## config.mk

```make
export PLATFORM = sky130hd
export DESIGN_NAME = qm_buffer_manager
export DESIGN_NICKNAME = d
export VERILOG_FILES = /design/src/rtl/qm_pkg.sv /design/src/rtl/qm_sdp_ram.sv /design/src/rtl/qm_free_list.sv /design/src/rtl/qm_buffer_manager.sv
export SDC_FILE = /design/constraint.sdc
export NUM_CORES = 1
export LEC_CHECK = 0
export BUFFER_PORTS_ARGS = -buffer_cell sky130_fd_sc_hd__buf_2
export CELL_PAD_IN_SITES_DETAIL_PLACEMENT = 2
export CELL_PAD_IN_SITES_GLOBAL_PLACEMENT = 2
export CORE_ASPECT_RATIO = 2
export CORE_UTILIZATION = 41
export CTS_CLUSTER_DIAMETER = 30
export DETAILED_ROUTE_END_ITERATION = 10
export GPL_ROUTABILITY_DRIVEN = 0
export PLACE_DENSITY = 0.86
export SLEW_MARGIN = 20
export SYNTH_ARGS = -nofsm -noshare
export SYNTH_HDL_FRONTEND = slang
export SYNTH_SLANG_ARGS = --single-unit
```

## constraint.sdc

```tcl
create_clock -name clk -period 2.2 [get_ports clk]
set_input_delay 0 -clock clk [delete_from_list [all_inputs] [get_ports clk]]
set_output_delay 0 -clock clk [all_outputs]
set_load 0.02 [all_outputs]
```

## src/rtl/qm_pkg.sv

```systemverilog
package qm_pkg;
  typedef enum logic [1:0] {
    ST_INIT  = 2'd0,
    ST_IDLE  = 2'd1,
    ST_FETCH = 2'd2,
    ST_APPLY = 2'd3
  } qm_state_e;

  typedef enum logic {
    OP_ENQ = 1'b0,
    OP_DEQ = 1'b1
  } qm_op_e;
endpackage

```

## src/rtl/qm_sdp_ram.sv

```systemverilog
module qm_sdp_ram #(
  parameter int DEPTH  = 16,
  parameter int ADDR_W = 4,
  parameter int WIDTH  = 8
) (
  input  logic              clk,
  input  logic              we,
  input  logic [ADDR_W-1:0] waddr,
  input  logic [WIDTH-1:0]  wdata,
  input  logic [ADDR_W-1:0] raddr,
  output logic [WIDTH-1:0]  rdata
);
  logic [WIDTH-1:0] mem [DEPTH];

  always_ff @(posedge clk) begin
    if (we) mem[waddr] <= wdata;
    rdata <= mem[raddr];
  end
endmodule

```

## src/rtl/qm_free_list.sv

```systemverilog
module qm_free_list #(
  parameter int NUM_BUFS = 16,
  parameter int AW       = 4,
  parameter int CW       = 5
) (
  input  logic          clk,
  input  logic          rst,
  input  logic          pop,
  input  logic [AW-1:0] pop_next,
  input  logic          push,
  input  logic [AW-1:0] push_buf,
  output logic [AW-1:0] head,
  output logic [AW-1:0] tail,
  output logic [CW-1:0] cnt
);
  always_ff @(posedge clk) begin
    if (rst) begin
      head <= '0;
      tail <= AW'(NUM_BUFS - 1);
      cnt  <= CW'(NUM_BUFS);
    end else if (pop) begin
      head <= pop_next;
      cnt  <= cnt - CW'(1);
    end else if (push) begin
      if (cnt == '0) head <= push_buf;
      tail <= push_buf;
      cnt  <= cnt + CW'(1);
    end
  end

  // Taking a buffer from an empty pool must have been rejected upstream
  assert_pop_nonempty_R9: assert property (@(posedge clk) disable iff (rst)
    pop |-> cnt != '0);
  // One command at a time: never a pop and a push in the same cycle
  assert_single_update_R3: assert property (@(posedge clk) disable iff (rst)
    !(pop && push));
endmodule

```

## src/rtl/qm_buffer_manager.sv

```systemverilog
module qm_buffer_manager
  import qm_pkg::*;
#(
  parameter int NUM_BUFS   = 16,
  parameter int NUM_QUEUES = 4,
  localparam int AW = (NUM_BUFS > 1) ? $clog2(NUM_BUFS) : 1,
  localparam int QW = (NUM_QUEUES > 1) ? $clog2(NUM_QUEUES) : 1,
  localparam int CW = $clog2(NUM_BUFS + 1)
) (
  input  logic          clk,
  input  logic          rst,
  input  logic          cmd_valid,
  output logic          cmd_ready,
  input  logic          cmd_op,
  input  logic [QW-1:0] cmd_qid,
  output logic          rsp_valid,
  output logic [AW-1:0] rsp_addr,
  output logic          rsp_err
);
  localparam int DW = 2 * AW + CW;

  qm_state_e     state;
  logic [AW-1:0] init_idx;
  qm_op_e        op_r;
  logic [QW-1:0] qid_r;
  logic [AW-1:0] buf_r;
  logic [AW-1:0] q_head, q_tail;
  logic [CW-1:0] q_cnt;

  logic          d_we;
  logic [QW-1:0] d_waddr;
  logic [DW-1:0] d_wdata, d_rdata;
  logic          l_we;
  logic [AW-1:0] l_waddr, l_wdata, l_raddr, l_rdata;
  logic          f_pop, f_push;
  logic [AW-1:0] f_head, f_tail;
  logic [CW-1:0] f_cnt;

  logic [AW-1:0] rd_head, rd_tail;
  logic [CW-1:0] rd_cnt;
  assign rd_head = d_rdata[DW-1 -: AW];
  assign rd_tail = d_rdata[CW+AW-1 -: AW];
  assign rd_cnt  = d_rdata[CW-1:0];

  assign cmd_ready = (state == ST_IDLE);

  qm_sdp_ram #(.DEPTH(NUM_QUEUES), .ADDR_W(QW), .WIDTH(DW)) i_desc_ram (
    .clk(clk), .we(d_we), .waddr(d_waddr), .wdata(d_wdata),
    .raddr(cmd_qid), .rdata(d_rdata));

  qm_sdp_ram #(.DEPTH(NUM_BUFS), .ADDR_W(AW), .WIDTH(AW)) i_link_ram (
    .clk(clk), .we(l_we), .waddr(l_waddr), .wdata(l_wdata),
    .raddr(l_raddr), .rdata(l_rdata));

  qm_free_list #(.NUM_BUFS(NUM_BUFS), .AW(AW), .CW(CW)) i_free (
    .clk(clk), .rst(rst), .pop(f_pop), .pop_next(l_rdata),
    .push(f_push), .push_buf(buf_r),
    .head(f_head), .tail(f_tail), .cnt(f_cnt));

  always_comb begin
    l_raddr = (op_r == OP_ENQ) ? f_head : rd_head;
    d_we    = 1'b0;
    d_waddr = qid_r;
    d_wdata = '0;
    l_we    = 1'b0;
    l_waddr = '0;
    l_wdata = '0;
    f_pop   = 1'b0;
    f_push  = 1'b0;
    if (state == ST_INIT) begin
      l_we    = 1'b1;
      l_waddr = init_idx;
      l_wdata = init_idx + AW'(1);
      d_we    = (32'(init_idx) < NUM_QUEUES);
      d_waddr = QW'(init_idx);
    end else if (state == ST_APPLY) begin
      d_we = 1'b1;
      if (op_r == OP_ENQ) begin
        f_pop = 1'b1;
        if (q_cnt == '0) begin
          d_wdata = {buf_r, buf_r, CW'(1)};
        end else begin
          l_we    = 1'b1;
          l_waddr = q_tail;
          l_wdata = buf_r;
          d_wdata = {q_head, buf_r, q_cnt + CW'(1)};
        end
      end else begin
        f_push  = 1'b1;
        d_wdata = {l_rdata, q_tail, q_cnt - CW'(1)};
        if (f_cnt != '0) begin
          l_we    = 1'b1;
          l_waddr = f_tail;
          l_wdata = buf_r;
        end
      end
    end
  end

  always_ff @(posedge clk) begin
    if (rst) begin
      state     <= ST_INIT;
      init_idx  <= '0;
      op_r      <= OP_ENQ;
      qid_r     <= '0;
      buf_r     <= '0;
      q_head    <= '0;
      q_tail    <= '0;
      q_cnt     <= '0;
      rsp_valid <= 1'b0;
      rsp_addr  <= '0;
      rsp_err   <= 1'b0;
    end else begin
      rsp_valid <= 1'b0;
      case (state)
        ST_INIT: begin
          init_idx <= init_idx + AW'(1);
          if (32'(init_idx) == NUM_BUFS - 1) state <= ST_IDLE;
        end
        ST_IDLE: begin
          if (cmd_valid) begin
            op_r  <= qm_op_e'(cmd_op);
            qid_r <= cmd_qid;
            state <= ST_FETCH;
          end
        end
        ST_FETCH: begin
          q_head <= rd_head;
          q_tail <= rd_tail;
          q_cnt  <= rd_cnt;
          if ((op_r == OP_ENQ) ? (f_cnt == '0) : (rd_cnt == '0)) begin
            rsp_valid <= 1'b1;
            rsp_err   <= 1'b1;
            rsp_addr  <= '0;
            state     <= ST_IDLE;
          end else begin
            buf_r <= (op_r == OP_ENQ) ? f_head : rd_head;
            state <= ST_APPLY;
          end
        end
        default: begin
          rsp_valid <= 1'b1;
          rsp_err   <= 1'b0;
          rsp_addr  <= buf_r;
          state     <= ST_IDLE;
        end
      endcase
    end
  end

  assert_one_outstanding_R3: assert property (@(posedge clk) disable iff (rst)
    (cmd_valid && cmd_ready) |=> !cmd_ready);
  assert_rsp_pulse_R4: assert property (@(posedge clk) disable iff (rst)
    rsp_valid |=> !rsp_valid);
  assert_pool_bound_R10: assert property (@(posedge clk) disable iff (rst)
    f_cnt <= CW'(NUM_BUFS));
  assert_reject_keeps_pool_R8: assert property (@(posedge clk) disable iff (rst)
    (rsp_valid && rsp_err) |-> $stable(f_cnt));
  assert_enq_takes_one_R5: assert property (@(posedge clk) disable iff (rst)
    (rsp_valid && !rsp_err && op_r == OP_ENQ) |-> f_cnt == $past(f_cnt) - CW'(1));
  assert_deq_returns_one_R10: assert property (@(posedge clk) disable iff (rst)
    (rsp_valid && !rsp_err && op_r == OP_DEQ) |-> f_cnt == $past(f_cnt) + CW'(1));
endmodule

```

# After elaboration in Yosys (flattened, before gate mapping)
# Memories as Yosys holds them, arrays and structs flattened. A register that Yosys moved wholly into a read port is not among the register bits.
# Index checks and enable logic that the tools add are counted.
# word_totals
latch_bits	0
regBits	45
input_bits	6
word_cells	95
out_inout_bits	7
memories	2
ram_bits	116
rom_bits	0
# memory_table
name	words	width	read_ports	rd_clocked_by_memory_dff	wr	line_no	source
i_link_ram.mem	16	4	1	1	1	qm_sdp_ram.sv:13	logic [WIDTH-1:0] mem [DEPTH];
i_desc_ram.mem	4	13	1	1	1	qm_sdp_ram.sv:13	
# classes
shifts	0
order_cmp	1
n_bitwise	3
div_mod_pow	0
n_mul	0
add_sub_neg	5
n_mux	49
n_eq_ne	7
reduce_logical	14
# ops
op	count
$mux 4	15
$mux 13	4
$mux 1	20
$logic_not 5->1	3
$reduce_and 2->1	6
$add 5x1->5 const B	2
$mux 5	2
$sub 5x1->5 const B	2
$mux 2	4
$pmux 4 s2	1
$pmux 2 s3	1
$reduce_bool 5->1	1
$add 4x1->4 const B	1
$eq 2x2->1 const B	2
$eq 4x4->1 const B	1
$lt 4x3->1 const B	1
$ne 2x2->1 const B	2
$pmux 1 s2	2
$reduce_bool 2->1	2
$not 1->1	3
$eq 2x1->1 const B	1
$logic_not 2->1	1
$ne 2x1->1 const B	1
$reduce_or 2->1	1

# Longest topological paths before layout
# depth
word_depth	7
ltp_mapped	12
mapped_depth_nobuf	11

# Modules after synthesis
# From an unflattened synthesis, not the netlist that was laid out.
# hier_totals
hier_cells	515
area_unflattened_um2	7518.5
# by_module_without_submodules
module	n_inst	cells_per_inst	seq_area_each_um2	area_each_um2
qm_sdp_ram (i_link_ram)	1	130	2001.9	2666.3
qm_sdp_ram (i_desc_ram)	1	84	1821.7	2173.3
qm_buffer_manager	1	229	640.6	2009.4
qm_free_list	1	72	260.2	669.4

# Worst setup path after synthesis
# No wires, ideal clock.
# synth_timing
path_type	register to register
startpoint	reg state[0]
endpoint	reg i_free.cnt[4]
t_required_ns	2.128
stages_incl_launch_ff	12
path_slack_ns	-0.252
path_buffers	1
setup_time_ns	0.072
period_less_slack_ns	2.452
arrival_time_ns	2.380
path_cell_list	dfxtp_1 inv_1 ha_1 nor2b_1 clkbuf_1 nand2_1 inv_1 ha_1 a21o_1 a21oi_1 mux2i_1 mux2i_1
# synth_between
elab_chain_len	4
elab_cells_between_ends	8
classes_between	eq/ne (1); mux (5); reduce/logical (2)
# synth_rtl
element	line_no	source
start: declaration	qm_buffer_manager.sv:22	qm_state_e state;
start signal: assignment	qm_buffer_manager.sv:102	state <= ST_INIT;
start signal: assignment	qm_buffer_manager.sv:118	if (32'(init_idx) == NUM_BUFS - 1) state <= ST_IDLE;
start signal: assignment	qm_buffer_manager.sv:124	state <= ST_FETCH;
$eq 2x2->1	qm_buffer_manager.sv:76	end else if (state == ST_APPLY) begin
$mux 1	qm_buffer_manager.sv:76	
$mux 1	qm_buffer_manager.sv:70	if (state == ST_INIT) begin
$mux 5 or $reduce_bool 2->1 (tied branches)	-	
end signal: assignment	qm_free_list.sv:20	cnt <= CW'(NUM_BUFS);
end signal: assignment	qm_free_list.sv:23	cnt <= cnt - CW'(1);
end signal: assignment	qm_free_list.sv:27	cnt <= cnt + CW'(1);
end: declaration	qm_free_list.sv:14	output logic [CW-1:0] cnt
# Several ways; a longest one is shown, not always the timed one.
# A chain may end at the register's enable or synchronous reset.

# Worst setup path in the final report
# layout_timing
startpoint	reg q_cnt[0]
endpoint	mem i_link_ram.mem[12][1] (netlist name), enable pin
# layout_between
elab_chain_len	7
elab_cells_between_ends	11
classes_between	mux (10); reduce/logical (1)
# layout_rtl
element	line_no	source
start: declaration	qm_buffer_manager.sv:28	logic [CW-1:0] q_cnt;
start signal: assignment	qm_buffer_manager.sv:130	q_cnt <= rd_cnt;
$logic_not 5->1 (*)	qm_buffer_manager.sv:80	if (q_cnt == '0) begin
$mux 1	qm_buffer_manager.sv:80	
$mux 1	qm_buffer_manager.sv:78	if (op_r == OP_ENQ) begin
$mux 1	qm_buffer_manager.sv:76	
$mux 1	qm_buffer_manager.sv:70	
$mux 1	qm_sdp_ram.sv:16	if (we) mem[waddr] <= wdata;
$mux 1 (implied by the code)	qm_sdp_ram.sv:16	
end: declaration	qm_sdp_ram.sv:13	
# Mark *: on every way between the ends. The rest lies on a longest branch, timed or not.

==> metrics.md <==
| Metric | Value |
|---|---|
| Post-synth EDFFs | roughly 120 |
| Antenna viol nets, final | 0 |
| Gate count of the mapped netlist | between 500 and 600 |
| Yosys reg bits | between 150 and 200 |
| Crit path max-delay cell type | dfxtp_2 |
| Xor and xnor area share after synthesis | roughly 1.4% |
| CTS Buf Count | 17 |
| Post-DP Area | around 8000 um^2 |
| Status | finished, violations left |
| DIE AREA | about 18000 um^2 |
| Drt first pass iters | 4 |
| # rows | 68 |
| First-pass GRT wire length | around 36000 um |
| Clk Latency, worst-skew pair | roughly 460 ps |
| Synth Area in Adders | 2.15% |
| R2R setup slack | -100 ps |
| P_leak | roughly 0.0032 uW |
| DRT iter0 DRCs | around 230 |
| Area Overhead vs Synth | 23.3% |
| Number of global-route vias before repair | between 5000 and 6000 |
| Most frequent cells in the layout | edfxtp_1 (116), nor2_1 (71), dfxtp_1 (57) |
| CP Cell Sequence | inv_2, ha_4, nor4b_4, buf_4, buf_4, o41ai_4, a31oi_2, nand2_2, nor2_1, buf_4 |
| Final hold vios | 0 |
| CTS root buf | clkbuf_16 |
| Share of cells above drive strength 1 | between 30% and 40% |
| Multiplexer share of the synthesized area | a little over an eighth |
| Final #Nets | 624 |
| Power per Cell Area | around 940 nW/um^2 |
| Crit. End Element | flop |
| Placed instance count | around 800 |
| Arrival @ worst endpoint | roughly 2500 ps |
| Worst setup SP type | flop |
| Wire per inst | between 30 and 40 um |
| Initial Util | a little over two fifths |
| Hold worst-path end | q_tail[1]$_SDFFE_PP0P_ |
| Core Box Area | 17400 um^2 |
| RSZ-0062 raised after global routing | yes |
| Hold Crit Class | input pin to flop |
| Dpl hpwl | between 15000 and 20000 um |
| WS Path Type | flop to flop |
| Final Skew | between 15 and 20 ps |
| Crit. path cell count | 10 |
| Final instance count without filler cells | about 830 |
| Compound-Gate Fraction of Synth Area | under 10% |
| Min Tclk post-route | around 2300 ps |
| Synth Cell Area | roughly 7300 um^2 |
| Congestion Overflow GR | 0 |
| H-tree depth | 4 |
| GRT Util Overall | a little over a quarter |
| VDD IR max | 0.000561 V |
| R2R Path Start | q_cnt[0]$_SDFFE_PP0P_ |
| Max-cap check violation count | 0 |
| Pins Over Slew Limit | 0 |
| Post-synthesis async set-or-reset flop share | 0% |
| Library cells used by synthesis | just under 60 |
| Hold path start | rst |
| Crit-path max FO | 4 |
| Vias | between 4000 and 5000 |
| Largest family of logic cells by synthesized area | multiplexers |
| Avg Inst Size Synth | between 10 and 15 um^2 |
| R2R depth | 10 |
| Fmax | 435 MHz |
| Most frequent CP cell | buf_4 |
| DRC viols | 0 |
| CP peak stage delay | around 330 ps |
| Worst-path clk slew | about 80 ps |
| Die W | a little under 100 um |
| CTS tree | built |
| IO buf count | 12 |
| Buf/Inv on CP | 4 |
| YS warnings | 0 |
| Initial antenna violation count | 0 |
| I/O pins | 13 |
| Simple-gate share of the synthesized area | about a tenth |
| Chip Height | 191 um |
| Post-Syn Nets | about 550 |
| Seq/Total Area, Yosys | ~64% |
| Slew @ Worst Pin | around 700 ps |
| Final worst slack | -98.4 ps |
| Hold path cells | 2 |
| # setup viols final | 42 |
| Antenna cells | 0 |
| Tcrit/Tclk final | 104% |
| Rel. slew slack | 54.4% |
| Fin area | 9060 um^2 |
| Worst Path Required | 2380 ps |
| Synth Flop Type | edfxtp_1 |
| Family with the most delay on the worst path | simple AND/OR/NAND/NOR gates |
| Failing checks | negative setup slack |
| Final WL | roughly 25000 um |
| Clock Sinks | 178 |
| Drt via density | 5.92 |
| Commonest non-fill, non-tap cell in the layout | edfxtp_1 |
| Reg2reg end | i_link_ram.mem[12][1]$_DFFE_PP_ |
| Largest net degree at the start of global routing | 26 |
| CTS max path bufs | 2 |
Yosys cell counts, types with 2 or more instances:
| cell | instances | area [um^2] |
|---|---|---|
| nand2_1 | 43 | 161 |
| nor2b_1 | 5 | 31.3 |
| a211oi_1 | 8 | 60.1 |
| nand4_1 | 5 | 31.3 |
| xor2_1 | 5 | 43.8 |
| buf_2 | 2 | 10.0 |
| a22oi_1 | 5 | 37.5 |
| buf_1 | 2 | 7.51 |
| o21ai_0 | 5 | 25.0 |
| o41ai_1 | 2 | 17.5 |
| nand2b_1 | 2 | 12.5 |
| a32o_1 | 2 | 20.0 |
| a31oi_1 | 5 | 31.3 |
| dfxtp_1 | 62 | 1240 |
| or4_1 | 2 | 15.0 |
| o32ai_1 | 2 | 17.5 |
| ha_1 | 11 | 138 |
| mux2i_1 | 28 | 280 |
| nor3_1 | 5 | 25.0 |
| o31ai_1 | 2 | 15.0 |
| mux4_2 | 28 | 631 |
| clkbuf_1 | 18 | 67.6 |
| o22ai_1 | 2 | 12.5 |
| a22o_1 | 4 | 35.0 |
| mux2_2 | 2 | 22.5 |
| nand3_1 | 5 | 25.0 |
| inv_1 | 16 | 60.1 |
| nor4b_1 | 2 | 17.5 |
| nor2_1 | 86 | 323 |
| xnor2_1 | 7 | 61.3 |
| buf_6 | 3 | 33.8 |
| a21oi_1 | 18 | 90.1 |
| a21o_1 | 2 | 15.0 |
| edfxtp_1 | 116 | 3480 |
kinds of logic (layout without fill, tap and decap cells):
kind of cell | count (synthesis) | after routing
muxes | 60 | 60
xor gates and xnor gates | 12 | 12
adders and majority gates | 12 | 12
AOI/OAI and AO/OA | 68 | 68
buffers and inverters | 44 | 127
DFF | 178 | 178
and+or+nand+nor | 162 | 162
worst max-delay path by stage:
stage                               startpoint                               to  slack [ps]
floorplan                state[1]$_SDFFE_PP0P_   i_desc_ram.mem[1][0]$_DFFE_PP_        -170
global placement    i_free.cnt[0]$_SDFFE_PP0P_   i_link_ram.mem[2][1]$_DFFE_PP_         -60
detailed placement           op_r$_SDFFE_PP0P_   i_link_ram.mem[5][1]$_DFFE_PP_        -260
CTS                      q_cnt[0]$_SDFFE_PP0P_   i_link_ram.mem[0][2]$_DFFE_PP_         0.2
global route             q_cnt[0]$_SDFFE_PP0P_  i_link_ram.mem[12][1]$_DFFE_PP_        -150
finish                   q_cnt[0]$_SDFFE_PP0P_  i_link_ram.mem[12][1]$_DFFE_PP_        -100
through the flow:
step	setup WS, ps	TNS [ps]	hold WS, ps	power [uW]	util, %
2_1_floorplan	-166	-6400	148	4760	-
3_3_place_gp	-57.2	-1040	272	5190	46.3
3_5_place_dp	-259	-22010	277	5300	46.3
4_1_cts	0.175	0	15.8	8420	51.1
5_1_grt	-151	-5300	35.6	8710	52.2
6_report	-98.4	-1490	9.01	8480	52.2
area by class of cell:
class	count	area, um^2
Multi-Input combinational cell	314	2750
Tap cell	210	263
Fill cell	1587	8300
Inverter	17	67.6
Timing Repair Buffer	78	659
Clock inverter	15	164
Clock buffer	17	425
Sequential cell	178	4730
routing by layer:
metal / up-vias / track usage, % / routed length [um]
li1: 2131 / - / -
met4: 0 / 18.2 / 1600
met1: 2573 / 26.9 / 8750
met5: - / 0 / 0
met2: 121 / 52.3 / 14300
met3: 80 / 3.47 / 584
power breakdown:
part,leakage (uW),internal (uW),switching [uW],total (uW)
Combinational,0.00136,450,724,1170
Sequential,0.00158,4030,179,4210
Clock,0.000283,1530,1570,3090
Total,0.00322,6010,2470,8480
worst register-to-register path: stages (launching register included):
cell and delay (ps):
dfxtp_2 330, inv_2 70, ha_4 130, nor4b_4 270, buf_4 210, buf_4 130
o41ai_4 70, a31oi_2 250, nand2_2 190, nor2_1 200, buf_4 170
timing repair:
item	in CTS	in global routing
gates resized for setup	47	39
pin swaps	4	12
buffers inserted	5	4
endpoints found under the hold margin	3	0
endpoints found under the setup margin	144	100
hold buffers	3	0
state kept, by name (all words and copies together) (netlist names):
| signal | flops |
|---|---|
| buf_r | 4 |
| i_desc_ram.mem | 52 |
| i_desc_ram.rdata | 13 |
| i_free.cnt | 5 |
| i_free.head | 4 |
| i_free.tail | 4 |
| i_link_ram.mem | 64 |
| i_link_ram.rdata | 4 |
| init_idx | 4 |
| op_r | 1 |
| q_cnt | 5 |
| q_head | 4 |
| q_tail | 4 |
| qid_r | 2 |
| rsp_addr | 4 |
| rsp_err | 1 |
| rsp_valid | 1 |
| state | 2 |
(Power assumes the default switching activity.)
